==> src/rtl/ten_avg_router.sv <==
module ten_avg_router #(
  parameter int SAMPLE_W = 16,
  parameter int FRAME_N  = 10,
  parameter int GUARD_W  = 4
) (
  input  logic                clk,
  input  logic                rst_n,
  input  logic [SAMPLE_W-1:0] smp_data,
  input  logic                smp_valid,
  output logic                smp_ready,
  output logic [SAMPLE_W-1:0] neg_data,
  output logic                neg_valid,
  input  logic                neg_ready,
  output logic [SAMPLE_W-1:0] nn_data,
  output logic                nn_valid,
  input  logic                nn_ready
);

  localparam int ACC_W  = SAMPLE_W + GUARD_W;
  localparam int CNT_W  = $clog2(FRAME_N);
  localparam int REM_W  = $clog2(FRAME_N) + 1;
  localparam int STEP_W = $clog2(ACC_W);

  typedef enum logic [1:0] {ST_SUM, ST_DIV, ST_PUT} avg_st_t;

  avg_st_t            st;
  logic [ACC_W-1:0]   acc;
  logic [CNT_W-1:0]   cnt;
  logic [ACC_W-1:0]   quo;
  logic [REM_W-1:0]   rem;
  logic [STEP_W-1:0]  step;
  logic               res_neg;

  logic               ch_full;
  logic [SAMPLE_W-1:0] ch_val;

  logic               o_full;
  logic               o_neg;
  logic [SAMPLE_W-1:0] o_val;

  logic [ACC_W-1:0]   smp_ext;
  logic [ACC_W-1:0]   acc_sum;
  logic [ACC_W-1:0]   sum_mag;
  logic [REM_W-1:0]   rem_sh;
  logic               rem_ge;
  logic [ACC_W-1:0]   mean;
  logic               take;
  logic               last_smp;
  logic               ch_wr;
  logic               ch_pop;
  logic               o_fire;

  assign smp_ready = (st == ST_SUM);
  assign take      = smp_valid && smp_ready;
  assign last_smp  = (cnt == CNT_W'(FRAME_N - 1));
  assign smp_ext   = {{GUARD_W{smp_data[SAMPLE_W-1]}}, smp_data};
  assign acc_sum   = acc + smp_ext;
  assign sum_mag   = acc_sum[ACC_W-1] ? (~acc_sum + 1'b1) : acc_sum;

  assign rem_sh    = {rem[REM_W-2:0], quo[ACC_W-1]};
  assign rem_ge    = (rem_sh >= REM_W'(FRAME_N));
  assign mean      = res_neg ? (~quo + 1'b1) : quo;

  assign ch_wr     = (st == ST_PUT) && !ch_full;
  assign ch_pop    = ch_full && !o_full;
  assign o_fire    = o_full && (o_neg ? neg_ready : nn_ready);

  assign neg_valid = o_full && o_neg;
  assign nn_valid  = o_full && !o_neg;
  assign neg_data  = o_val;
  assign nn_data   = o_val;

  always_ff @(posedge clk or negedge rst_n) begin
    if (!rst_n) begin
      st      <= ST_SUM;
      acc     <= '0;
      cnt     <= '0;
      quo     <= '0;
      rem     <= '0;
      step    <= '0;
      res_neg <= 1'b0;
    end else begin
      unique case (st)
        ST_SUM: begin
          if (take) begin
            if (last_smp) begin
              quo     <= sum_mag;
              res_neg <= acc_sum[ACC_W-1];
              rem     <= '0;
              step    <= '0;
              acc     <= '0;
              cnt     <= '0;
              st      <= ST_DIV;
            end else begin
              acc <= acc_sum;
              cnt <= cnt + 1'b1;
            end
          end
        end
        ST_DIV: begin
          rem  <= rem_ge ? (rem_sh - REM_W'(FRAME_N)) : rem_sh;
          quo  <= {quo[ACC_W-2:0], rem_ge};
          step <= step + 1'b1;
          if (step == STEP_W'(ACC_W - 1)) st <= ST_PUT;
        end
        ST_PUT: begin
          if (!ch_full) st <= ST_SUM;
        end
        default: st <= ST_SUM;
      endcase
    end
  end

  always_ff @(posedge clk or negedge rst_n) begin
    if (!rst_n) begin
      ch_full <= 1'b0;
      ch_val  <= '0;
    end else if (ch_wr) begin
      ch_full <= 1'b1;
      ch_val  <= mean[SAMPLE_W-1:0];
    end else if (ch_pop) begin
      ch_full <= 1'b0;
    end
  end

  always_ff @(posedge clk or negedge rst_n) begin
    if (!rst_n) begin
      o_full <= 1'b0;
      o_neg  <= 1'b0;
      o_val  <= '0;
    end else if (ch_pop) begin
      o_full <= 1'b1;
      o_neg  <= ch_val[SAMPLE_W-1];
      o_val  <= ch_val[SAMPLE_W-1] ? ch_val : (~ch_val + 1'b1);
    end else if (o_fire) begin
      o_full <= 1'b0;
    end
  end

endmodule

==> config.mk <==
export PLATFORM = sky130hd
export DESIGN_NAME = ten_avg_router
export DESIGN_NICKNAME = d
export VERILOG_FILES = /design/src/rtl/ten_avg_router.sv
export SDC_FILE = /design/constraint.sdc
export NUM_CORES = 1
export LEC_CHECK = 0
export BUFFER_PORTS_ARGS = -buffer_cell sky130_fd_sc_hd__buf_2
export CAP_MARGIN = 20
export CORE_AREA = 8 8 150 152
export CTS_BUF_LIST = sky130_fd_sc_hd__clkbuf_8
export DETAILED_ROUTE_END_ITERATION = 6
export DIE_AREA = 0 0 158 160
export PLACE_DENSITY = 0.55
export SYNTH_ARGS = -nofsm -noshare
export SYNTH_HDL_FRONTEND = slang
export SYNTH_SLANG_ARGS = --single-unit
==> constraint.sdc <==
create_clock -name clk -period 3 [get_ports clk]
set_clock_uncertainty 0.05 [all_clocks]
set_input_delay 0.15 -clock clk [delete_from_list [all_inputs] [get_ports clk]]
set_output_delay 0.15 -clock clk [all_outputs]
set_load 0.03 [all_outputs]
==> implementation parameters <==
Parameter                              Value

Clock tree
  Largest buffer count on any clock path ... 2
  Clock edge transition at the registers on the reported setup and hold paths ... 0.10 ns
  Clock root cell ... sky130_fd_sc_hd__clkbuf_8
  Deepest level of the CTS H-tree ... 3
  Clock Latency Late Sink ... 0.37 ns
  TritonCTS clock tree ... yes
  Number of buffers created by CTS ... 9
  CTS Sinks ... 91

Timing
  Minimum setup slack in the final design ... -0.169 ns
  Max Clock Freq ... 316 MHz
  Final-report setup violation count ... 10
  Tightest Pin Transition ... 0.774 ns
  Period minus WS final ... 3.17 ns
  Tightest slew margin relative to the limit ... 48.2%
  Final period util ... 106%
  Endpoints failing hold ... 0
  Unrepaired setup endpoints after global routing ... yes
  Number of slew-limit violations in the final report ... 0

Floorplan
  FP Rows ... 52
  Die outline width ... 158 microns
  Initial Utilization ... 29.5%
  Core outline area ... 20000 sq um
  Top-level port count ... 56
  Height of the chip ... 160 microns
  Die ar. ... 25300 sq um

Power and ir drop
  Cell area power density ... 1210 nW/um^2
  Worst IR drop on VDD ... 0.000491 V
  Leakage ... 0.00311 uW

Global route
  Initial antenna violation count ... 0
  Global-route wire length before repair ... 23500 microns
  Maximum number of pins on one net before global-route repair ... 60
  Total routing resource utilization after global routing ... 11.4%
  Remaining global-route overflow ... 0
  Via count of the first global-routing pass ... 4681

Final layout
  Signed area change from the synthesized netlist to the final layout ... 20.3%
  # diodes ... 0
  Total area of sequential cells ... 2280 sq um
  Post-layout nets ... 781
  Fillers ... 2090
  Fraction of final layout cells sized beyond drive strength 1 ... 23.8%
  Multi-input combinational cell area ... 3480 sq um
  Layout Cells excl Fill ... 1009

Synthesis
  Net Count, Synth ... 701
  EDFF count, synth ... 0
  Proportion of netlist area held by the largest area contributor ... 38.6%
  Library cell with the largest summed area after synthesis ... sky130_fd_sc_hd__dfrtp_1
  Cell count after synthesis ... 655
  Synth warn ... 0
  Most frequent cells after synthesis ... sky130_fd_sc_hd__dfrtp_1 (91), sky130_fd_sc_hd__o21ai_0 (64), sky130_fd_sc_hd__nand2_1 (63)
  Distinct cell type count of the synthesized netlist ... 74
  Ys async rst share ... 100%
  Largest cells by area after synthesis ... sky130_fd_sc_hd__dfrtp_1 (39%), sky130_fd_sc_hd__o21ai_0 (5.4%), sky130_fd_sc_hd__ha_1 (5.1%)
  Part of the Yosys area used for sequential elements ... 38.6%
  Number of storage elements in the synthesis netlist ... 91
  Netlist area before placement ... 5900 sq um
  Synth Area per Inst ... 9.01 sq um
  Top flip-flop cell by instance count after synthesis ... sky130_fd_sc_hd__dfrtp_1
  Count leader, synth ... sky130_fd_sc_hd__dfrtp_1

Placed design
  Estimated wirelength of the detail-placed design ... 10500 microns
  Placer's final routability congestion estimate ... 0.819
  Number of buffer cells added on primary ports ... 55
  Dpl ws ... -0.144 ns
  Placed cells ... 981

Detailed routing
  Routed vias/inst ... 4.79
  DRC violations left ... 0
  Count of TritonRoute iterations in the first routing pass ... 5
  Routed length per instance ... 14.1 microns
  Via count ... 4837
  Total wire length after detailed routing ... 14200 microns
  Number of antenna-violating nets in the routed design ... 0
  Iteration-0 DRC count of the detailed router ... 242

Setup path
  Kind of end point of the critical path ... flip-flop
  Largest incremental delay on the critical path ... 0.50 ns
  Number of cells traversed by the worst register-to-register path ... 14
  CP top delay family ... simple AND/OR/NAND/NOR gates
  Critical R2R Capture ... quo[17]$_DFFE_PN0P_
  Worst Setup Path Type ... flip-flop to flip-flop
  CP required ... 3.21 ns
  Number of cells on the critical path ... 14
  Critical path launch point ... acc[0]$_DFFE_PN0P_
  Worst-path fanout max ... 4
  Arrival time worst endpoint ... 3.38 ns
  Worst reg2reg path startpoint ... acc[0]$_DFFE_PN0P_
  FF-to-FF setup slack ... -0.17 ns
  Max stage delay cell, worst path ... sky130_fd_sc_hd__or4_1
  CP startpoint kind ... flip-flop
  Endpoint of the worst setup timing path ... quo[17]$_DFFE_PN0P_
  Cells along the critical path ... ha_2, inv_2, fa_2, and2b_2, or4_1, a211o_1, a22oi_4, nand4bb_4, nor2_4, buf_4, buf_6, a41oi_2, xnor2_1, o21ai_1
  Critical path buffers and inverters ... 3

Worst hold path
  Hold Path Stages ... 4
  Class of the tightest hold or removal check ... input pin to flip-flop

Job
  Number of violations of the max-capacitance limit ... 0

Run status
  Violations in the final reports ... setup timing
  Outcome ... finished with violations
tightest hold or removal path: cells and delay by family:
family	cells	cell delay (ns)
fa+ha+maj	1	0.20
buf+inv	1	0.09
simple gates	1	0.06
compound gates	1	0.06
power by group:
group	switching, uW	leakage (uW)	internal, uW
Sequential	452	0.00111	1690
Clock	476	0.0000917	326
Combinational	3100	0.00191	2530
layout by cell type (no fill, tap or decap), types with 10 or more instances in the layout:
master,n
sky130_fd_sc_hd__a21oi_1,40
sky130_fd_sc_hd__o21ai_1,20
sky130_fd_sc_hd__a22oi_1,18
sky130_fd_sc_hd__nor3_1,13
sky130_fd_sc_hd__xor2_1,25
sky130_fd_sc_hd__inv_1,16
sky130_fd_sc_hd__dfrtp_1,91
sky130_fd_sc_hd__o21ai_0,48
sky130_fd_sc_hd__buf_2,54
sky130_fd_sc_hd__nand2_1,63
sky130_fd_sc_hd__nor2_1,55
sky130_fd_sc_hd__buf_4,53
sky130_fd_sc_hd__ha_1,23
sky130_fd_sc_hd__xnor2_1,31
sky130_fd_sc_hd__clkbuf_8,10
routing by layer:
layer	vias up	part of all wire (%)	global-route usage [%]	routed length, microns
li1	2496	-	-	-
met1	2229	50	15.7	7090
met2	99	44	17.7	6190
met3	13	5.3	2.46	759
met4	0	1.2	2.70	171
met5	-	0	0	0
sequential cells by signal, indices dropped and copies added, names as in the netlist:
| signal | cells |
|---|---|
| rem | 4 |
| cnt | 4 |
| res_neg | 1 |
| step | 5 |
| ch_val | 16 |
| acc | 20 |
| neg_data | 16 |
| ch_full | 1 |
| o_full | 1 |
| o_neg | 1 |
| st | 2 |
| quo | 20 |
layout make-up:
type	instances	share of cell area, %
inverter	16	0.845
sequential	91	32.1
multi-input combinational	501	49.0
timing repair buffer	116	10.8
tap	270	4.76
clock inverter	5	0.564
clock buffer	10	1.94
per-stage QoR:
stage | instance area (sq um) | hold slack (ns) | setup TNS [ns] | total power [uW] | utilization, %
after floorplan | 5910 | -0.196 | -0.0241 | 5800 | -
after global placement | 6630 | 0.235 | -0.182 | 7220 | 33.1
after detailed placement | 6630 | 0.237 | -0.322 | 7250 | 33.1
after CTS | 6900 | 0.153 | -0.680 | 8180 | 34.4
after global routing | 7100 | 0.160 | -2.63 | 9320 | 35.5
final | 7100 | 0.171 | -0.847 | 8570 | 35.5
worst min path at each step:
stage / start / endpoint
after floorplan: rst_n / acc[0]$_DFFE_PN0P_
after global placement: rst_n / ch_val[8]$_DFFE_PN0P_
after detailed placement: rst_n / ch_val[8]$_DFFE_PN0P_
after CTS: smp_data[0] / quo[0]$_DFFE_PN0P_
after global routing: smp_data[0] / quo[0]$_DFFE_PN0P_
final: smp_data[0] / quo[0]$_DFFE_PN0P_
cell families after synthesis:
| logic type | after synthesis | share of synthesized area [%] |
|---|---|---|
| compound gates | 202 | 22.2 |
| xor+xnor | 62 | 9.52 |
| fa+ha+maj | 25 | 5.43 |
| buf+inv | 63 | 5.51 |
| flops | 91 | 38.6 |
| mux | 7 | 1.21 |
| simple gates | 205 | 17.6 |
what timing repair did:
action / CTS / global route
resized for setup: 12 / 43
endpoints found under the hold margin: 58 / 0
buffers inserted: 3 / 7
hold buffers: 3 / 0
pin swaps: 4 / 21
endpoints found under the setup margin: 11 / 19
(Power assumes the default switching activity.)
